==> src/rtl/pio_pkg.sv <==
package pio_pkg;
  localparam int REG_AW = 3;

  typedef enum logic [REG_AW-1:0] {
    RA_A_DATA = 3'd0,
    RA_A_DIR  = 3'd1,
    RA_B_DATA = 3'd2,
    RA_B_DIR  = 3'd3,
    RA_CFG    = 3'd4
  } reg_addr_e;
endpackage

==> src/rtl/pio_sync.sv <==
module pio_sync #(
  parameter int W      = 8,
  parameter int STAGES = 2
) (
  input  logic         clk,
  input  logic         rst,
  input  logic [W-1:0] d,
  output logic [W-1:0] q
);
  logic [W-1:0] st [STAGES];

  always_ff @(posedge clk) begin
    if (rst) begin
      for (int i = 0; i < STAGES; i++) st[i] <= '0;
    end else begin
      st[0] <= d;
      for (int i = 1; i < STAGES; i++) st[i] <= st[i-1];
    end
  end

  assign q = st[STAGES-1];

  generate
    if (STAGES == 2) begin : g_chk
      logic [1:0] age;
      always_ff @(posedge clk) begin
        if (rst) age <= '0;
        else if (age != 2'd3) age <= age + 2'd1;
      end
      // output equals the input two edges earlier
      a_r5_two_flop: assert property (@(posedge clk) disable iff (rst)
        (age == 2'd3) |-> (q == $past(d, 2)));
    end
  endgenerate
endmodule

==> src/rtl/pio_port.sv <==
module pio_port #(
  parameter int W = 8
) (
  input  logic         clk,
  input  logic         rst,
  input  logic         wr_data,
  input  logic         wr_dir,
  input  logic [W-1:0] wdata,
  input  logic [W-1:0] pin_sync,
  input  logic         ovr_en,
  input  logic [W-1:0] ovr_oe,
  input  logic [W-1:0] ovr_out,
  output logic [W-1:0] pad_out,
  output logic [W-1:0] pad_oe,
  output logic [W-1:0] rd_data,
  output logic [W-1:0] rd_dir
);
  logic [W-1:0] data_q, dir_q;

  always_ff @(posedge clk) begin
    if (rst) begin
      data_q <= '0;
      dir_q  <= '0;
    end else begin
      if (wr_data) data_q <= wdata;
      if (wr_dir)  dir_q  <= wdata;
    end
  end

  always_ff @(posedge clk) begin
    if (rst) begin
      pad_out <= '0;
      pad_oe  <= '0;
    end else if (ovr_en) begin
      pad_out <= ovr_out;
      pad_oe  <= ovr_oe;
    end else begin
      pad_out <= data_q;
      pad_oe  <= dir_q;
    end
  end

  assign rd_data = ovr_en ? pin_sync : ((dir_q & data_q) | (~dir_q & pin_sync));
  assign rd_dir  = dir_q;

  // no pin drives when reset is released
  a_r1_oe_low_after_reset: assert property (@(posedge clk) disable iff (rst)
    $fell(rst) |-> (pad_oe == '0));
  // override values reach the pads one edge later
  a_r7_override_pads: assert property (@(posedge clk) disable iff (rst)
    ovr_en |=> (pad_oe == $past(ovr_oe)) && (pad_out == $past(ovr_out)));
  // in normal mode the pad enables track the direction register
  a_r3_oe_from_dir: assert property (@(posedge clk) disable iff (rst)
    !ovr_en |=> (pad_oe == $past(rd_dir)));
endmodule

==> src/rtl/shared_pin_pio.sv <==
module shared_pin_pio
  import pio_pkg::*;
#(
  parameter int W      = 8,
  parameter int TRIG_N = 4,
  parameter int SYNC_N = 2
) (
  input  logic                clk,
  input  logic                rst,
  input  logic [REG_AW-1:0]   reg_addr,
  input  logic                reg_wr,
  input  logic [W-1:0]        reg_wdata,
  output logic [W-1:0]        reg_rdata,
  input  logic [W-1:0]        pa_pin_in,
  output logic [W-1:0]        pa_pad_out,
  output logic [W-1:0]        pa_pad_oe,
  input  logic [W-1:0]        pb_pin_in,
  output logic [W-1:0]        pb_pad_out,
  output logic [W-1:0]        pb_pad_oe,
  input  logic [W-TRIG_N-1:0] tmr_zc,
  output logic [TRIG_N-1:0]   tmr_trig
);
  localparam int ZC_N = W - TRIG_N;

  logic [W-1:0] pa_sync, pb_sync;
  logic [W-1:0] pa_rd, pa_dir, pb_rd, pb_dir;
  logic         tmr_mode;
  logic [W-1:0] a_ovr_oe, a_ovr_out;

  pio_sync #(.W(W), .STAGES(SYNC_N)) u_sync_a (
    .clk(clk), .rst(rst), .d(pa_pin_in), .q(pa_sync));
  pio_sync #(.W(W), .STAGES(SYNC_N)) u_sync_b (
    .clk(clk), .rst(rst), .d(pb_pin_in), .q(pb_sync));

  assign a_ovr_oe  = {{ZC_N{1'b1}}, {TRIG_N{1'b0}}};
  assign a_ovr_out = {tmr_zc, {TRIG_N{1'b0}}};

  pio_port #(.W(W)) u_port_a (
    .clk(clk), .rst(rst),
    .wr_data(reg_wr && reg_addr == RA_A_DATA),
    .wr_dir (reg_wr && reg_addr == RA_A_DIR),
    .wdata(reg_wdata), .pin_sync(pa_sync),
    .ovr_en(tmr_mode), .ovr_oe(a_ovr_oe), .ovr_out(a_ovr_out),
    .pad_out(pa_pad_out), .pad_oe(pa_pad_oe),
    .rd_data(pa_rd), .rd_dir(pa_dir));

  pio_port #(.W(W)) u_port_b (
    .clk(clk), .rst(rst),
    .wr_data(reg_wr && reg_addr == RA_B_DATA),
    .wr_dir (reg_wr && reg_addr == RA_B_DIR),
    .wdata(reg_wdata), .pin_sync(pb_sync),
    .ovr_en(1'b0), .ovr_oe('0), .ovr_out('0),
    .pad_out(pb_pad_out), .pad_oe(pb_pad_oe),
    .rd_data(pb_rd), .rd_dir(pb_dir));

  always_ff @(posedge clk) begin
    if (rst) begin
      tmr_mode <= 1'b0;
      tmr_trig <= '0;
      reg_rdata <= '0;
    end else begin
      if (reg_wr && reg_addr == RA_CFG) tmr_mode <= reg_wdata[0];
      tmr_trig <= tmr_mode ? pa_sync[TRIG_N-1:0] : '0;
      case (reg_addr)
        RA_A_DATA: reg_rdata <= pa_rd;
        RA_A_DIR:  reg_rdata <= pa_dir;
        RA_B_DATA: reg_rdata <= pb_rd;
        RA_B_DIR:  reg_rdata <= pb_dir;
        RA_CFG:    reg_rdata <= {{(W-1){1'b0}}, tmr_mode};
        default:   reg_rdata <= '0;
      endcase
    end
  end

  // no trigger activity outside timer mode
  a_r9_trig_quiet: assert property (@(posedge clk) disable iff (rst)
    !tmr_mode |=> (tmr_trig == '0));
  // configuration upper bits read as zero
  a_r6_cfg_upper_zero: assert property (@(posedge clk) disable iff (rst)
    (reg_addr == RA_CFG) |=> (reg_rdata[W-1:1] == '0));
  // unmapped offsets read zero
  a_r10_unmapped_zero: assert property (@(posedge clk) disable iff (rst)
    (reg_addr > RA_CFG) |=> (reg_rdata == '0));
endmodule

==> config.mk <==
export PLATFORM = sky130hd
export DESIGN_NAME = shared_pin_pio
export DESIGN_NICKNAME = d
export VERILOG_FILES = /design/src/rtl/pio_pkg.sv /design/src/rtl/pio_sync.sv /design/src/rtl/pio_port.sv /design/src/rtl/shared_pin_pio.sv
export SDC_FILE = /design/constraint.sdc
export NUM_CORES = 1
export LEC_CHECK = 0
export CAP_MARGIN = 25
export CORE_ASPECT_RATIO = 1.4
export CORE_MARGIN = 1
export CORE_UTILIZATION = 45
export CTS_CLUSTER_DIAMETER = 50
export DETAILED_ROUTE_END_ITERATION = 10
export HOLD_SLACK_MARGIN = 0.03
export PLACE_DENSITY = 0.76
export REMOVE_ABC_BUFFERS = 1
export SLEW_MARGIN = 10
export SYNTH_ARGS = -nofsm -noshare
export SYNTH_HDL_FRONTEND = slang
export SYNTH_HIERARCHICAL = 1
export SYNTH_SLANG_ARGS = --single-unit
==> constraint.sdc <==
create_clock -name clk -period 1.5 [get_ports clk]
set_input_delay 0.3 -clock clk [delete_from_list [all_inputs] [get_ports clk]]
set_output_delay 0.3 -clock clk [all_outputs]
set_load 0.02 [all_outputs]
Word level (Yosys, flattened, before mapping)

Memories as Yosys holds them, arrays and structs flattened.
Index checks and enable logic that the tools add are counted.

Bits in registers: 77
Memory bits (writable): 32
Bits of input ports: 34
Output and inout port bits: 44
Logic and storage cells: 51
Memories: 2

Memories:

| memory      | words | bits a word | read ports | clocked after Yosys merged registers in | wr ports | line           | source |
|---|---|---|---|---|---|---|---|
| u_sync_a.st | 2     | 8           | 2          | 0                                       | 2        | pio_sync.sv:10 | `logic [W-1:0] st [STAGES];` |
| u_sync_b.st | 2     | 8           | 2          | 0                                       | 2        | pio_sync.sv:10 |  |

Equal/unequal tests: 4
Multiplexer cells: 11
Bitwise operators: 13
Reductions and logical operators: 8

Operator list:

| cell                                                                  | number |
|---|---|
| 8-bit 2-to-1 mux                                                      | 7 |
| 8-bit one-hot mux with 5 select lines                                 | 1 |
| 8-bit AND                                                             | 4 |
| 8-bit inverter                                                        | 2 |
| 8-bit OR                                                              | 2 |
| 3-bit by 2-bit equality test with 1-bit output, second input constant | 2 |
| 1-bit logical AND                                                     | 5 |
| 1-bit OR                                                              | 4 |
| 2-bit OR reduction                                                    | 2 |
| 3-bit by 1-bit equality test with 1-bit output, second input constant | 1 |
| 3-bit equality test, second input constant                            | 1 |
| 3-bit logical NOT                                                     | 1 |
| 1-bit 2-to-1 mux                                                      | 3 |
| 1-bit inverter                                                        | 1 |

Longest topological paths before layout

Depth in word-level cells: 5
Mapped depth: 6
Mapped depth without buffers: 5

Modules after synthesis

The synthesis kept the hierarchy.

Modules (own cells, without submodules):

| module         | instances | cells each | area an instance (um^2) | seq. area each (um^2) |
|---|---|---|---|---|
| pio_port       | 2         | 119        | 1,258.7                 | 640.6 |
| pio_sync       | 2         | 41         | 524.3                   | 320.3 |
| shared_pin_pio | 1         | 72         | 680.7                   | 260.2 |

Worst setup path after synthesis

Ideal clock, no wire load.

Kind: flip-flop to flip-flop
Start: reg tmr_mode
End: reg reg_rdata[4]
Setup time: 0.115 ns
Data arrival time: 1.312 ns
Required time: 1.385 ns
Path slack: 0.073 ns
Cell stages (with the launch flop): 7
Buffers on the path: 1
Clock period less this slack: 1.427 ns
Cells stage by stage: dfxtp_1 buf_6 nand2b_4 mux2_4 mux2i_1 o22ai_1 and2_1

Longest elaborated chain between the ends: 2

Ends and longest elaborated chain:

| element                               | line                 | source |
|---|---|---|
| from (decl)                           | shared_pin_pio.sv:27 | `logic tmr_mode;` |
| from (signal assigned)                | shared_pin_pio.sv:62 | `if (reg_wr && reg_addr == RA_CFG) tmr_mode <= reg_wdata[0];` |
| 8-bit 2-to-1 mux                      | pio_port.sv:43       | `assign rd_data = ovr_en ? pin_sync : ((dir_q & data_q) \| (~dir_q & pin_sync));` |
| named net pa_rd[4]                    | shared_pin_pio.sv:26 | `logic [W-1:0] pa_rd, pa_dir, pb_rd, pb_dir;` |
| 8-bit one-hot mux with 5 select lines | shared_pin_pio.sv:64 | `case (reg_addr)` |
| to (signal assigned)                  | shared_pin_pio.sv:65 | `RA_A_DATA: reg_rdata <= pa_rd;` |
| to (signal assigned)                  | shared_pin_pio.sv:66 | `RA_A_DIR: reg_rdata <= pa_dir;` |
| to (signal assigned)                  | shared_pin_pio.sv:67 | `RA_B_DATA: reg_rdata <= pb_rd;` |
| to (decl)                             | shared_pin_pio.sv:13 | `output logic [W-1:0] reg_rdata,` |

The timed path passes the listed nets, and every way through them passes these cells.
A chain may end at the register's enable or synchronous reset.

Worst setup path in the final report

Start: in reg_addr[0]
End: reg u_port_a.data_q[1]

Longest elaborated chain between the ends: 2

Ends and longest elaborated chain:

| element              | line                 | source |
|---|---|---|
| from (decl)          | shared_pin_pio.sv:10 | `input logic [REG_AW-1:0] reg_addr,` |
| 3-bit logical NOT    | shared_pin_pio.sv:40 | `.wr_data(reg_wr && reg_addr == RA_A_DATA),` |
| 1-bit logical AND    | shared_pin_pio.sv:40 |  |
| to (signal assigned) | pio_port.sv:25       | `if (wr_data) data_q <= wdata;` |
| to (decl)            | pio_port.sv:18       | `logic [W-1:0] data_q, dir_q;` |

No other way between the ends.

==> results.cfg <==
[floorplanning]
io_pins = 78
die_area_sq_mm = 0.00983
num_rows = 41
initial_utilization = 0.468
coreArea_sq_mm = 0.00908
die_h_microns = 117
fp.dieW_microns = 84.1

[critical_path]
cp-end-kind = flip-flop
arrival_ns = 1.72
r2r_setup_slack_ns = 0.03
regToRegEndpoint = reg_rdata[1]$_SDFF_PP0_
r2r-start = tmr_mode$_SDFFE_PP0P_
worstPathRequired_ns = 1.73
critPathKind = in -> reg
r2r_cells = 6
cp-start-kind = input port
cp_max_fo = 4

[power_and_ir_drop]
power.density_mw_per_mm2 = 1050
ir_drop_mv = 0.706
power_leakage_nw = 2.49

[place]
portBuffers = 77
routabilityCongestion = 0.805
place_hpwl_microns = 6230

[yosys]
syn_area_per_cell_sq_um = 10.8
ys_types = 24
yosysSeqAreaShare = 0.514
yosys_warnings = 6
ys_ff_latch = 109
netlist_instances = 392
synth_area_sq_mm = 0.00425

[worst_hold_path]
hold_path.class = in -> reg
holdPathStages = 2
hp-start = rst
holdPathEnd = u_sync_b/st[0][5]$_SDFF_PP0_

[clock_network]
clock-root-buffer = clkbuf_16
cts_buffer_depth = 2
clkSinkCount = 109
cts.htree.levels = 3
path_clk_slew_ns = 0.07
clk_latency_ns = 0.34
ctsHoldBuffers = 0
cts_buffers = 9
cts_tree = yes

[finish]
drive_above_1_share = 0.214
diodes = 0
fin_nets = 548
syn2layout_area_growth_pct = 32.6

[outcome]
status = finished with violations
violations = DRC

[grt]
grtUsageTotal = 0.184
grt_overflow_total = 0
grt_pass1_vias = 2849
antenna_found_initial = 0
grt_max_degree = 22
grt_pass1_wl_microns = 13700

[timing]
fin_crit_ns = 1.49
finalCritPeriodShare = 0.991
grt_setup_unrepaired = yes
skew_ns = 0.00606
fmax_mhz = 673
drv_slew = 0
timing.hold.ws_ns = 0.320
setup_viol = 0
setup_tns_ns = 0
finalHoldViolCount = 0

[flow_run]
maxCapViolations = 0

[routing]
remaining_drc_errors = 11
routed_wl_microns = 8540
postRouteAntennaNets = 0
firstDrtPassIters = 9
first_iter_violations = 92
drt-wirelength-per-cell_microns = 13.6
vias = 2902
viasPerCell = 4.64
-- state kept, by name (all words and copies together), names as in the netlist --
register          count
u_sync_a/st          16
u_sync_b/st          16
reg_rdata             8
u_port_a/data_q       8
u_port_a/pad_oe       8
u_port_a/pad_out      8
u_port_a/rd_dir       8
u_port_b/data_q       8
u_port_b/pad_oe       8
u_port_b/pad_out      8
u_port_b/rd_dir       8
tmr_trig              4
tmr_mode              1
-- report_power, final --
group | switching, mW | internal (mW)
clock network | 1.02 | 1.32
registers | 0.0360 | 2.98
logic | 0.249 | 0.290
total | 1.30 | 4.59
-- cells in the mapped netlist --
master	n	share of area
nor2b_2	14	0.029
and2_1	11	0.016
nand2b_4	6	0.019
buf_4	17	0.030
and2b_2	12	0.025
nand2b_1	12	0.018
mux2_2	10	0.027
o22ai_1	7	0.010
and4bb_2	1	0.0029
buf_6	7	0.019
or2_1	1	0.0015
dfxtp_1	109	0.51
o32ai_1	1	0.0021
mux2i_1	64	0.15
nand3b_1	2	0.0035
o21a_1	2	0.0035
clkbuf_1	6	0.0053
buf_2	6	0.0071
conb_1	2	0.0018
nor2_1	54	0.048
nand2_1	18	0.016
nor2b_1	7	0.010
mux2_4	6	0.021
a21oi_1	17	0.020
-- worst max-delay path: stages --
cell and delay (ns):
clkdlybuf4s50_1 0.44, or2_1 0.29, nor2_1 0.18, buf_4 0.20
mux2i_1 0.23, nor2_1 0.08
-- placed cells by master (no fill, tap or decap), types with 2 or more instances in the layout --
cell	Yosys	routed
a21oi_1	17	17
and2_1	11	11
and2b_2	12	12
buf_12	0	2
buf_4	17	34
buf_6	7	2
clkbuf_16	0	9
clkbuf_8	0	4
clkdlybuf4s50_1	0	31
clkinv_4	0	2
conb_1	2	34
dfxtp_1	109	108
dlygate4sd2_1	0	44
mux2_2	10	10
mux2_4	6	6
mux2i_1	64	64
nand2_1	18	18
nand2b_1	12	7
nand2b_4	6	11
nand3b_1	2	2
nor2_1	54	53
nor2b_1	7	7
nor2b_2	14	14
o21a_1	2	2
o22ai_1	7	7
-- cells by family after synthesis --
logic type | count (synthesis) | synth area share
AO/OA/AOI/OAI | 27 | 0.0359
buffers and inverters | 36 | 0.0610
flip-flops | 109 | 0.514
multiplexers | 80 | 0.199
other | 2 | 0.00177
AND/OR/NAND/NOR | 138 | 0.189
-- how the worst max path moves through the flow --
stage	from	end	slack, ns	depth (start not counted)
6_report	reg_addr[0]	u_port_a/data_q[1]$_SDFFE_PP0P_	0.01	6
5_1_grt	tmr_mode$_SDFFE_PP0P_	reg_rdata[4]$_SDFF_PP0_	-0.01	6
4_1_cts	tmr_mode$_SDFFE_PP0P_	reg_rdata[7]$_SDFF_PP0_	0.01	6
3_5_place_dp	reg_addr[1]	reg_rdata[5]$_SDFF_PP0_	-0.32	5
3_3_place_gp	reg_addr[1]	u_port_a/data_q[2]$_SDFFE_PP0P_	-0.28	6
2_1_floorplan	tmr_mode$_SDFFE_PP0P_	reg_rdata[0]$_SDFF_PP0_	-0.28	5
-- layout make-up --
class	count	area, sq um
clock buffer	13	280
fill	789	3450
timing repair buffer	115	1040
multi-input combinational	279	1970
tap	107	134
sequential	109	2190
clock inverter	3	26.3
-- stage by stage --
step	std cells	instance area [sq um]	setup WS [ns]	total power, mW	utilization
floorplan	388	4110	-0.285	3.31	-
global placement	608	5310	-0.284	3.62	0.584
detailed placement	608	5310	-0.315	3.63	0.584
CTS	624	5560	0.0110	5.95	0.613
global route	626	5630	-0.0136	6.14	0.620
finish	626	5630	0.0138	5.89	0.620
-- layer usage --
metal	track usage	wire, microns	up-vias	part of all wire
met5	0	0	-	0
met4	0.0977	177	0	0.021
met3	0.0344	269	11	0.032
met2	0.328	4430	57	0.52
met1	0.210	3660	1343	0.43
li1	-	-	1491	-
-- timing repair --
action	4_1_cts	5_1_grt
setup buffers	0	2
pin swaps	0	2
gates resized for setup	46	11
cloned	0	0
setup endpoints to repair	50	23
Note: power is estimated with default switching activity, not from simulation.
